[config.mk]
export PLATFORM = sky130hd
export DESIGN_NAME = lane_parity_unit
export DESIGN_NICKNAME = d
export VERILOG_FILES = /design/src/rtl/lp_pkg.sv /design/src/rtl/lp_capture.sv /design/src/rtl/lp_xor_tree.sv /design/src/rtl/lp_lane_fill.sv /design/src/rtl/lp_narrow_check.sv /design/src/rtl/lane_parity_unit.sv
export SDC_FILE = /design/constraint.sdc
export NUM_CORES = 1
export LEC_CHECK = 0
export BUFFER_PORTS_ARGS = -buffer_cell sky130_fd_sc_hd__buf_2
export CAP_MARGIN = 40
export CORE_ASPECT_RATIO = 1.5
export CORE_MARGIN = 2
export CORE_UTILIZATION = 50
export DETAILED_ROUTE_END_ITERATION = 10
export GPL_ROUTABILITY_DRIVEN = 0
export PLACE_DENSITY = 0.91
export SYNTH_ARGS = -nofsm -noshare
export SYNTH_HDL_FRONTEND = slang
export SYNTH_HIERARCHICAL = 1
export SYNTH_SLANG_ARGS = --single-unit
[constraint.sdc]
create_clock -name clk -period 3.5 [get_ports clk]
set_input_delay 0.7 -clock clk [delete_from_list [all_inputs] [get_ports clk]]
set_output_delay 0.7 -clock clk [all_outputs]
set_load 0.01 [all_outputs]
[src/rtl/lp_pkg.sv]
package lp_pkg;

    localparam int BYTE_W     = 9;
    localparam int DATA_W     = BYTE_W - 1;
    localparam int NAR_LANES  = 2;
    localparam int WIDE_LANES = 4;
    localparam int NAR_W      = NAR_LANES * BYTE_W;
    localparam int WIDE_W     = WIDE_LANES * BYTE_W;

    typedef enum logic [1:0] {
        SZ_BYTE      = 2'b00,
        SZ_WORD      = 2'b01,
        SZ_BYTE_ALT  = 2'b10,
        SZ_WORD_MAIL = 2'b11
    } size_e;

    typedef struct packed {
        logic              odd;
        size_e             size;
        logic              nar_wr;
        logic              nar_gen;
        logic              wide_gen;
        logic [NAR_W-1:0]  nar_din;
        logic [NAR_W-1:0]  nar_fifo;
        logic [NAR_W-1:0]  mail;
        logic [WIDE_W-1:0] wide_in;
    } stage_t;

    // Parity bit that completes a lane whose payload XOR is dx.
    function automatic logic fill_bit(input logic dx, input logic odd);
        return dx ^ odd;
    endfunction

    // Lane is wrong when payload XOR, stored bit and sense do not agree.
    function automatic logic lane_bad(input logic dx, input logic p, input logic odd);
        return dx ^ p ^ odd;
    endfunction

    function automatic logic size_is_word(input size_e s);
        return (s == SZ_WORD) || (s == SZ_WORD_MAIL);
    endfunction

    // Mask of payload bits across the wide bus.
    function automatic logic [WIDE_W-1:0] wide_payload_mask();
        logic [WIDE_W-1:0] m;
        m = '0;
        for (int i = 0; i < WIDE_LANES; i++) begin
            m[i*BYTE_W +: DATA_W] = '1;
        end
        return m;
    endfunction

endpackage

[src/rtl/lp_capture.sv]
module lp_capture
    import lp_pkg::*;
(
    input  logic   clk,
    input  logic   rst,
    input  stage_t d,
    output stage_t q
);

    always_ff @(posedge clk) begin
        if (rst) begin
            q <= '0;
        end else begin
            q <= d;
        end
    end

endmodule

[src/rtl/lp_xor_tree.sv]
module lp_xor_tree
    import lp_pkg::*;
#(
    parameter int LANES = NAR_LANES
) (
    input  logic [LANES*BYTE_W-1:0] bytes_i,
    output logic [LANES-1:0]        dx_o
);

    for (genvar i = 0; i < LANES; i++) begin : g_lane
        assign dx_o[i] = ^bytes_i[i*BYTE_W +: DATA_W];
    end

endmodule

[src/rtl/lp_lane_fill.sv]
module lp_lane_fill
    import lp_pkg::*;
#(
    parameter int LANES = NAR_LANES
) (
    input  logic [LANES*BYTE_W-1:0] data_i,
    input  logic [LANES-1:0]        dx_i,
    input  logic                    gen_i,
    input  logic                    odd_i,
    output logic [LANES*BYTE_W-1:0] data_o
);

    for (genvar i = 0; i < LANES; i++) begin : g_lane
        assign data_o[i*BYTE_W +: DATA_W] = data_i[i*BYTE_W +: DATA_W];
        assign data_o[i*BYTE_W + DATA_W]  = gen_i ? fill_bit(dx_i[i], odd_i)
                                                  : data_i[i*BYTE_W + DATA_W];
    end

endmodule

[src/rtl/lp_narrow_check.sv]
module lp_narrow_check
    import lp_pkg::*;
(
    input  logic [NAR_LANES-1:0] dx_i,
    input  logic [NAR_LANES-1:0] par_i,
    input  logic                 odd_i,
    input  logic                 word_i,
    input  logic                 force_i,
    output logic                 perr_n_o
);

    logic [NAR_LANES-1:0] in_use;
    logic [NAR_LANES-1:0] bad;

    for (genvar i = 0; i < NAR_LANES; i++) begin : g_lane
        if (i == 0) begin : g_low
            assign in_use[i] = 1'b1;
        end else begin : g_up
            assign in_use[i] = word_i;
        end
        assign bad[i] = in_use[i] & lane_bad(dx_i[i], par_i[i], odd_i);
    end

    assign perr_n_o = force_i | ~(|bad);

endmodule

[src/rtl/lane_parity_unit.sv]
module lane_parity_unit
    import lp_pkg::*;
(
    input  logic              clk,
    input  logic              rst,
    input  logic              odd_sel,
    input  logic [1:0]        size_sel,
    input  logic              nar_wr_en,
    input  logic              nar_gen_en,
    input  logic              wide_gen_en,
    input  logic [NAR_W-1:0]  nar_din,
    input  logic [NAR_W-1:0]  nar_fifo_q,
    input  logic [NAR_W-1:0]  mail_q,
    input  logic [WIDE_W-1:0] wide_fifo_q,
    output logic              nar_perr_n,
    output logic [NAR_W-1:0]  nar_rd_q,
    output logic [WIDE_W-1:0] wide_rd_q
);

    stage_t st_d;
    stage_t st;

    always_comb begin
        st_d          = '0;
        st_d.odd      = odd_sel;
        st_d.size     = size_e'(size_sel);
        st_d.nar_wr   = nar_wr_en;
        st_d.nar_gen  = nar_gen_en;
        st_d.wide_gen = wide_gen_en;
        st_d.nar_din  = nar_din;
        st_d.nar_fifo = nar_fifo_q;
        st_d.mail     = mail_q;
        st_d.wide_in  = wide_fifo_q;
    end

    lp_capture u_cap (
        .clk (clk),
        .rst (rst),
        .d   (st_d),
        .q   (st)
    );

    logic mail_sel;
    logic mail_gen;
    assign mail_sel = !st.nar_wr && (st.size == SZ_WORD_MAIL);
    assign mail_gen = mail_sel && st.nar_gen;

    // The narrow check trees are lent to the mail path when it generates.
    logic [NAR_W-1:0]     shared_in;
    logic [NAR_LANES-1:0] shared_dx;
    assign shared_in = mail_gen ? st.mail : st.nar_din;

    lp_xor_tree #(.LANES(NAR_LANES)) u_shared_tree (
        .bytes_i (shared_in),
        .dx_o    (shared_dx)
    );

    logic [NAR_LANES-1:0] fifo_dx;
    lp_xor_tree #(.LANES(NAR_LANES)) u_fifo_tree (
        .bytes_i (st.nar_fifo),
        .dx_o    (fifo_dx)
    );

    logic [WIDE_LANES-1:0] wide_dx;
    lp_xor_tree #(.LANES(WIDE_LANES)) u_wide_tree (
        .bytes_i (st.wide_in),
        .dx_o    (wide_dx)
    );

    lp_lane_fill #(.LANES(WIDE_LANES)) u_wide_fill (
        .data_i (st.wide_in),
        .dx_i   (wide_dx),
        .gen_i  (st.wide_gen),
        .odd_i  (st.odd),
        .data_o (wide_rd_q)
    );

    logic [NAR_W-1:0] fifo_out;
    logic [NAR_W-1:0] mail_out;

    lp_lane_fill #(.LANES(NAR_LANES)) u_fifo_fill (
        .data_i (st.nar_fifo),
        .dx_i   (fifo_dx),
        .gen_i  (st.nar_gen),
        .odd_i  (st.odd),
        .data_o (fifo_out)
    );

    lp_lane_fill #(.LANES(NAR_LANES)) u_mail_fill (
        .data_i (st.mail),
        .dx_i   (shared_dx),
        .gen_i  (mail_gen),
        .odd_i  (st.odd),
        .data_o (mail_out)
    );

    assign nar_rd_q = mail_sel ? mail_out : fifo_out;

    logic [NAR_LANES-1:0] nar_par;
    for (genvar i = 0; i < NAR_LANES; i++) begin : g_par
        assign nar_par[i] = st.nar_din[i*BYTE_W + DATA_W];
    end

    lp_narrow_check u_check (
        .dx_i     (shared_dx),
        .par_i    (nar_par),
        .odd_i    (st.odd),
        .word_i   (size_is_word(st.size)),
        .force_i  (mail_gen),
        .perr_n_o (nar_perr_n)
    );

    // Marks that a full input cycle has been captured since reset.
    logic primed;
    always_ff @(posedge clk) begin
        if (rst) begin
            primed <= 1'b0;
        end else begin
            primed <= 1'b1;
        end
    end


    mail_force_chk: assert property (@(posedge clk) disable iff (rst || !primed)
        $past(!nar_wr_en && (size_sel == 2'b11) && nar_gen_en) |-> nar_perr_n)
        else $error("mail read with generation must hold the error flag inactive");


    low_lane_bad_chk: assert property (@(posedge clk) disable iff (rst || !primed)
        $past(!(!nar_wr_en && (size_sel == 2'b11) && nar_gen_en)
              && ((^nar_din[BYTE_W-1:0]) != odd_sel)) |-> !nar_perr_n)
        else $error("wrong low lane must pull the error flag low");


    byte_mode_upper_ignored_chk: assert property (@(posedge clk) disable iff (rst || !primed)
        $past(!size_sel[0] && ((^nar_din[BYTE_W-1:0]) == odd_sel)) |-> nar_perr_n)
        else $error("upper lane must be ignored in byte width");


    wide_pass_chk: assert property (@(posedge clk) disable iff (rst || !primed)
        $past(!wide_gen_en) |-> (wide_rd_q == $past(wide_fifo_q)))
        else $error("wide read must pass through without generation");


    wide_payload_keep_chk: assert property (@(posedge clk) disable iff (rst || !primed)
        1'b1 |-> ((wide_rd_q & wide_payload_mask()) == ($past(wide_fifo_q) & wide_payload_mask())))
        else $error("wide payload bits must never change");


    nar_fifo_gen_chk: assert property (@(posedge clk) disable iff (rst || !primed)
        $past(nar_gen_en && !(!nar_wr_en && (size_sel == 2'b11)))
        |-> ((^nar_rd_q[BYTE_W-1:0]) == $past(odd_sel)))
        else $error("generated narrow low lane has wrong parity");

endmodule

* Yosys cells after proc, flatten, opt, wreduce, memory -nomap -nowiden *
Index checks and enable logic that the tools add are counted.
W data, S select, Z words.

operators by class
  $add $sub $neg = 0
  multipliers = 0
  divide/modulo/power cells = 0
  order comparisons = 0
  equal/unequal tests = 2
  shift-type cells = 0
  mux-type cells = 10
  bitwise logic cells = 15
  reduce and logical (&&, ||, !) cells = 13

operators by type and width
  operator              count
  $reduce_xor A8 Y1     8
  $mux W18              1
  $mux W17              1
  $xor A1 B1 Y1         12
  $mux W1               8
  $eq A2 B1 Y1 const B  1
  $eq A2 B2 Y1 const B  1
  $logic_and A1 B1 Y1   2
  $reduce_or A2 Y1      1
  $and A1 B1 Y1         1
  $logic_not A1 Y1      1
  $logic_or A1 B1 Y1    1
  $not A1 Y1            1
  $or A1 B1 Y1          1

storage, ports and cells
  register bits after elaboration = 96
  latch bits = 0
  memory bits (writable) = 0
  bits in read-only memories = 0
  input bits = 98
  output and inout port bits = 55
  word-level logic and storage cells = 49
  memories = 0

* Depth between registers and ports, before layout *
Gate-level depths: netlist (run 1).

  word-level depth = 11
  depth in mapped cells = 10

* Hierarchy *
Netlist (run 1), hierarchy kept.

modules (own cells, without submodules)
  module                          times used  cells each  area each (um^2)  seq. area each (um^2)
  lp_capture                      1           202         2,600.0           1,921.8
  lane_parity_unit                1           43          516.7             0.0
  lp_lane_fill (u_wide_fill)      1           46          319.1             0.0
  lp_lane_fill (u_fifo_fill ...)  2           22          155.1             0.0
  lp_xor_tree (u_fifo_tree ...)   2           14          122.6             0.0
  lp_xor_tree (u_wide_tree)       1           28          245.2             0.0
  lp_narrow_check                 1           6           45.0              0.0

* Worst setup path after synthesis (run 1) *
Ideal clock, no wire load.

  kind = reg-to-output
  start point = register u_cap/q[93] (netlist bit)
  end point = output port nar_perr_n
  arrival = 2.323 ns
  path slack = 0.477 ns
  stages on the path, launching flop included = 11
  path buffers = 2
  cells stage by stage = dfxtp_1 -> nand4b_1 -> buf_6 -> buf_12 -> mux2_4 -> xor2_1 -> xnor2_1 -> xnor2_1 -> xor2_1 -> o211a_1 -> or3_1

on the way
  word-level cells in the longest chain between the ends = 11
  elaborated cells on any way between the ends = 16
  classes of those cells = eq/ne: 2; mux: 1; bitwise: 7; reduce/logical: 6

ends and longest elaborated chain
  element                     line                    RTL
  start: declaration          lp_capture.sv:7         output stage_t q
  start signal: assignment    lp_capture.sv:12        q <= '0;
  start signal: assignment    lp_capture.sv:14        q <= d;
  $eq A2 B2 Y1                lane_parity_unit.sv:45  assign mail_sel = !st.nar_wr && (st.size == SZ_WORD_MAIL);
  $logic_and A1 B1 Y1         lane_parity_unit.sv:45
  $logic_and A1 B1 Y1         lane_parity_unit.sv:46  assign mail_gen = mail_sel && st.nar_gen;
  $mux W17                    lane_parity_unit.sv:51  assign shared_in = mail_gen ? st.mail : st.nar_din;
  named net shared_in[16]     lane_parity_unit.sv:49  logic [NAR_W-1:0] shared_in;
  $reduce_xor A8 Y1           lp_xor_tree.sv:11       assign dx_o[i] = ^bytes_i[i*BYTE_W +: DATA_W];
  named net shared_dx[1]      lane_parity_unit.sv:50  logic [NAR_LANES-1:0] shared_dx;
  $xor A1 B1 Y1 (2 in a row)  lp_pkg.sv:36            return dx ^ p ^ odd;
  $and A1 B1 Y1               lp_narrow_check.sv:21   assign bad[i] = in_use[i] & lane_bad(dx_i[i], par_i[i], odd_i);
  $reduce_or A2 Y1            lp_narrow_check.sv:24   assign perr_n_o = force_i | ~(|bad);
  $not A1 Y1                  lp_narrow_check.sv:24
  $or A1 B1 Y1                lp_narrow_check.sv:24
  end: declaration            lane_parity_unit.sv:15  output logic nar_perr_n,

The timed path passes the listed nets, and every way through them passes these cells.

* Final worst setup path (run 1) *
Ends and elaborated chain as after synthesis.

==> flow_summary.yaml, run 1 <==
cts:
  holdBufCountCts: 0
  clkTransAtPathRegs_ns: 0.06
  cts_buffers: 9
  clock-sinks: 96
  cts_tree: "yes"
  ctsLongestPathBuffers: 2
  cts_max_level: 3
  cts-root-buf: "clkbuf_16"
timing:
  hold_viol_final: 0
  tightest_slew_ns: 0.698
  period_share_pct: 99.6
  period_needed_ns: 3.49
  relSlewSlack_pct: 53.5
  setup_slack_ns: 0.0149
  rsz0062_at_grt: "yes"
  max_freq_ghz: 0.287
  finalSetupViolations: 0
  report.final.slew_viol_count: 0
global_route:
  grt_pass1_vias: 2737
  grt_max_degree: 58
  antenna_found_initial: 3
  grt-ovfl-total: 0
  grt_pass1_wl_microns: 12200
  track_usage_pct: 17.6
drt:
  wire_per_inst_microns: 13.5
  vias: 2637
  drt_pre_antenna_iters: 4
  drc: 0
  drt-total-wl_microns: 8030
  vias_per_cell: 4.42
  drtAntennaViolNets: 0
  drt_iter0_drc: 78
setup_path:
  arrival_ns: 2.79
  criticalPathCategory: "flop to output pin"
  startpoint_type: "flop"
  path_max_fanout: 17
  cp-end-kind: "output pin"
  required_ns: 2.80
synthesis:
  synth_area_sq_mm: 0.00426
  yosys_warnings: 6
  syn-num-nets: 493
  syn_area_per_cell_sq_um: 10.8
  syn_inst: 395
worst_hold_path:
  min_from: "nar_fifo_q[2]"
  hold_path_end: "u_cap/q[56]"
  hp-class: "input port to flop"
  holdPathStages: 2
place:
  dp_slack_ns: 0.256
  dp_hpwl_microns: 6180
  portBuffers: 152
  place_area_sq_mm: 0.00457
layout:
  drive_gt1_share_pct: 44.3
  nets: 581
  design_area_sq_mm: 0.00498
  fillers: 700
  largest_reg_flops: 96
  regArea_sq_mm: 0.00193
  area_growth_pct: 17.1
  regMostFlops: "u_cap/q"
  multiInputGateArea_sq_mm: 0.00176
  top_regs: "u_cap/q x96"
floorplan:
  core-area_sq_mm: 0.00836
  die_w_microns: 79.3
  die_h_microns: 117
  boundaryPins: 153
  start_util_pct: 50.9
  die-area_sq_mm: 0.00928
  rows: 41
power_and_ir_drop:
  power_mw: 2.67
  leakagePower_nw: 2.32
  ir_worst_vdd_uv: 288
  p_per_area_mw_per_mm2: 535
run_status:
  status: "finished clean"
job:
  drv_cap: 0
[cell usage in the layout, fill, tap and decap left out]
cell type and instances:
inv_1 2, buf_4 3, nand3b_4 1, mux2_2 26
a21oi_1 8, or3_1 1, bufinv_16 2, xnor2_2 6
buf_6 1, clkinvlp_4 1, buf_2 151, xnor2_1 50
inv_6 1, nor2_1 8, xor2_1 10, buf_8 1
o211a_1 1, a211oi_1 1, dfxtp_2 3, clkbuf_1 2
mux2_4 8, buf_12 1, clkbuf_16 9, diode_2 2
nand4b_1 1, dfxtp_4 1, clkbuf_8 1, dfxtp_1 92
nor2b_1 96
[critical path, stage by stage (launching register included)]
cell      delay (ns)
dfxtp_4         0.38
nand4b_1        0.14
buf_8           0.20
mux2_4          0.31
xnor2_1         0.18
xnor2_1         0.15
xnor2_1         0.09
buf_4           0.15
xor2_1          0.15
o211a_1         0.20
or3_1           0.34
buf_2           0.15
[power by group]
group / internal (mW) / switching, mW
sequential: 1.15 / 0.0368
combinational: 0.255 / 0.186
clock: 0.648 / 0.387
[through the flow]
step           hold slack (ns)  cells  setup TNS, ns  util, %
4_1_cts                  0.558    594              0     58.7
6_report                 0.572    597              0     59.6
5_1_grt                  0.559    595         -0.192     59.5
3_3_place_gp             0.908    576              0     54.6
3_5_place_dp             0.913    576              0     54.6
2_1_floorplan            0.828    395              0        -
[worst max path at each step]
stage	from	to	slack [ns]	cells after the start
floorplan	u_cap/q[93]	nar_perr_n	0.48	10
global placement	u_cap/q[93]	nar_perr_n	0.32	10
detailed placement	u_cap/q[93]	nar_perr_n	0.26	10
CTS	u_cap/q[92]	nar_perr_n	0.02	10
global route	u_cap/q[92]	nar_perr_n	-0.15	11
finish	u_cap/q[93]	nar_perr_n	0.01	11
[final cells by class]
class,instances,share of cell area [%]
Sequential cell,96,38.7
Multi-Input combinational cell,217,35.3
Timing Repair Buffer,157,16.5
Clock buffer,12,4.95
Tap cell,107,2.69
Clock inverter,4,1.53
Inverter,2,0.151
Antenna cell,2,0.100
[repair_timing]
| item | 4_1_cts | 5_1_grt |
|---|---|---|
| resized for setup | 3 | 11 |
| setup endpoints to repair | 1 | 3 |
| pin swaps | 2 | 2 |
| buffers inserted | 2 | 1 |
[routing by layer]
| metal | track usage (%) | part of all wire [%] | routed length (microns) | vias to the layer above |
|---|---|---|---|---|
| met2 | 32.4 | 55 | 4410 | 93 |
| met5 | 0 | 0.34 | 27 | - |
| met3 | 7.82 | 7.9 | 635 | 17 |
| met4 | 8.28 | 1.9 | 150 | 4 |
| met1 | 16.4 | 35 | 2810 | 1172 |
| li1 | - | - | - | 1351 |
Power figures use the tool's default switching activity.
==> run 2, diff against run 1 <==
--- a/config.mk
+++ b/config.mk
@@ -9,11 +9,10 @@
 export CAP_MARGIN = 40
 export CORE_ASPECT_RATIO = 1.5
 export CORE_MARGIN = 2
-export CORE_UTILIZATION = 50
+export CORE_UTILIZATION = 48
 export DETAILED_ROUTE_END_ITERATION = 10
 export GPL_ROUTABILITY_DRIVEN = 0
-export PLACE_DENSITY = 0.91
+export PLACE_DENSITY = 0.9
 export SYNTH_ARGS = -nofsm -noshare
 export SYNTH_HDL_FRONTEND = slang
-export SYNTH_HIERARCHICAL = 1
 export SYNTH_SLANG_ARGS = --single-unit
==> flow_summary.yaml, run 2 <==
run_status:
  status: "finished clean"
floorplan:
  core-area_sq_mm: 0.00791
  start_util_pct: 48.9
  boundaryPins: 153
  die-area_sq_mm: 0.00881
  rows: 40
  die_w_microns: 77.3
  die_h_microns: 114
layout:
  top_regs: "u_cap.q x96"
  nets: 608
  largest_reg_flops: 96
  regMostFlops: "u_cap.q"
  drive_gt1_share_pct: 34.4
  diodes: 0
  layout_common_cells: "buf_2 (152), nor2b_1 (96), dfxtp_1 (96)"
  finish.utilization_pct: 60.8
  fillers: 684
  fin_cells: 620
  design_area_sq_mm: 0.00481
  layout_commonest_cell: "buf_2"
  area_growth_pct: 24.2
global_route:
  grt_pass1_wl_microns: 12000
  grt_max_degree: 45
  antenna_found_initial: 0
  grt-ovfl-total: 0
  track_usage_pct: 17.6
  grt_pass1_vias: 2789
setup_path:
  arrival_ns: 2.11
  path_max_fanout: 9
  cp-end-kind: "output pin"
  required_ns: 2.80
  startpoint_type: "flop"
  criticalPathCategory: "flop to output pin"
synthesis:
  synth_area_sq_mm: 0.00387
  synth_area_leaders: "dfxtp_1 (50%), nor2b_1 (16%), xnor2_1 (15%)"
  yosys.area.top_type: "dfxtp_1"
  yosys_warnings: 0
  ys_seq_area_share_pct: 49.7
  syn-num-nets: 489
  synth-async-reset-ratio_pct: 0
  synth_ff_type: "dfxtp_1"
  syn_inst: 391
  syn_area_per_cell_sq_um: 9.89
  synth_seq_cells: 96
  yosys.cell_types.count: 18
  synth_edf_count: 0
  synth_top_area_share_pct: 49.7
  synth_common_cells: "dfxtp_1 (96), nor2b_1 (96), xnor2_1 (65)"
place:
  portBuffers: 152
  place_area_sq_mm: 0.00448
  dp_hpwl_microns: 5610
  dp_cells: 604
  dp_slack_ns: 1.01
cts:
  cts_max_level: 3
  clkTransAtPathRegs_ns: 0.06
  cts_setup_buffers: 0
  holdBufCountCts: 0
  cts_tree: "yes"
  ctsLongestPathBuffers: 2
  cts-root-buf: "clkbuf_16"
  cts_buffers: 9
  cts_resized: 0
  clock-sinks: 96
power_and_ir_drop:
  ir_worst_vdd_uv: 376
  combPwrFrac_pct: 16.0
  leakagePower_nw: 2.24
  intPower_mw: 2.03
  seq_power_share_pct: 45.2
  power_mw: 2.63
  switching_share_pct: 23.0
  switchingPower_mw: 0.605
  power.share.clock_pct: 38.8
  p_per_area_mw_per_mm2: 547
drt:
  drt_pre_antenna_iters: 4
  wire_per_inst_microns: 11.8
  drt-total-wl_microns: 7290
  drt_iter0_drc: 60
  drtAntennaViolNets: 0
  drc: 0
  vias: 2764
  vias_per_cell: 4.46
timing:
  setup_slack_ns: 0.690
  relSlewSlack_pct: 47.1
  hold_viol_final: 0
  rsz0062_at_grt: "no"
  max_freq_ghz: 0.356
  hold_slack_ns: 0.572
  report.final.slew_viol_count: 0
  period_needed_ns: 2.81
  period_share_pct: 80.3
  setup_tns_ns: 0
  finalSetupViolations: 0
  tightest_slew_ns: 0.793
worst_hold_path:
  min_from: "mail_q[0]"
  hp-class: "input port to flop"
  holdPathStages: 2
  hold_path_end: "u_cap.q[36]"
job:
  drv_cap: 0
==> run 2: layout make-up <==
type                    count  area, sq um  share of cell area, %
flip-flops and latches     96         1920                   40.0
multi-input cells         247         1640                   34.2
repair buffers            155          783                   16.3
clock buffers              11          243                   5.05
well taps                 105          131                   2.73
clock inverters             5         80.1                   1.67
inverters                   1         3.75                 0.0781
==> run 2: power groups by stage <==
stage                     Combinational [mW]  Clock, mW  Sequential (mW)
after floorplan                        0.314          0             1.20
after global placement                 0.415          0             1.21
after detailed placement               0.424          0             1.21
after CTS                              0.427       1.05             1.19
after global routing                   0.468       1.11             1.20
final                                  0.420       1.02             1.19
==> run 2: worst max-delay path, cell delays in order, from the launching register on <==
cell and delay, ns:
dfxtp_1 0.63, xnor2_1 0.14, xnor2_1 0.25, xnor2_1 0.18
xnor2_1 0.10, o21ai_1 0.11, a21oi_1 0.06, a31oi_1 0.16
buf_2 0.15
==> run 2: logic make-up (layout without fill, tap and decap cells) <==
group / count (synthesis) / count (layout) / synth area share, %
and+or+nand+nor: 153 / 153 / 21.4
DFF: 96 / 96 / 49.7
xor gates and xnor gates: 81 / 81 / 18.3
buffers and inverters: 48 / 172 / 7.86
AOI/OAI and AO/OA: 7 / 7 / 0.970
muxes: 6 / 6 / 1.78
==> run 2: layer usage <==
| layer | wire length, microns | vias up | track usage, % |
|---|---|---|---|
| li1 | - | 1393 | - |
| met2 | 3810 | 120 | 31.9 |
| met4 | 251 | 0 | 9.40 |
| met3 | 422 | 20 | 3.96 |
| met1 | 2800 | 1231 | 18.8 |
| met5 | 0 | - | 0 |
==> run 2: worst max-delay path by stage <==
stage                              end        start
after global placement    nar_rd_q[17]  u_cap.q[95]
after global routing       nar_rd_q[8]  u_cap.q[95]
after floorplan           nar_rd_q[17]  u_cap.q[93]
after CTS                  nar_rd_q[8]  u_cap.q[95]
after detailed placement   nar_rd_q[8]  u_cap.q[95]
final                      nar_rd_q[8]  u_cap.q[95]
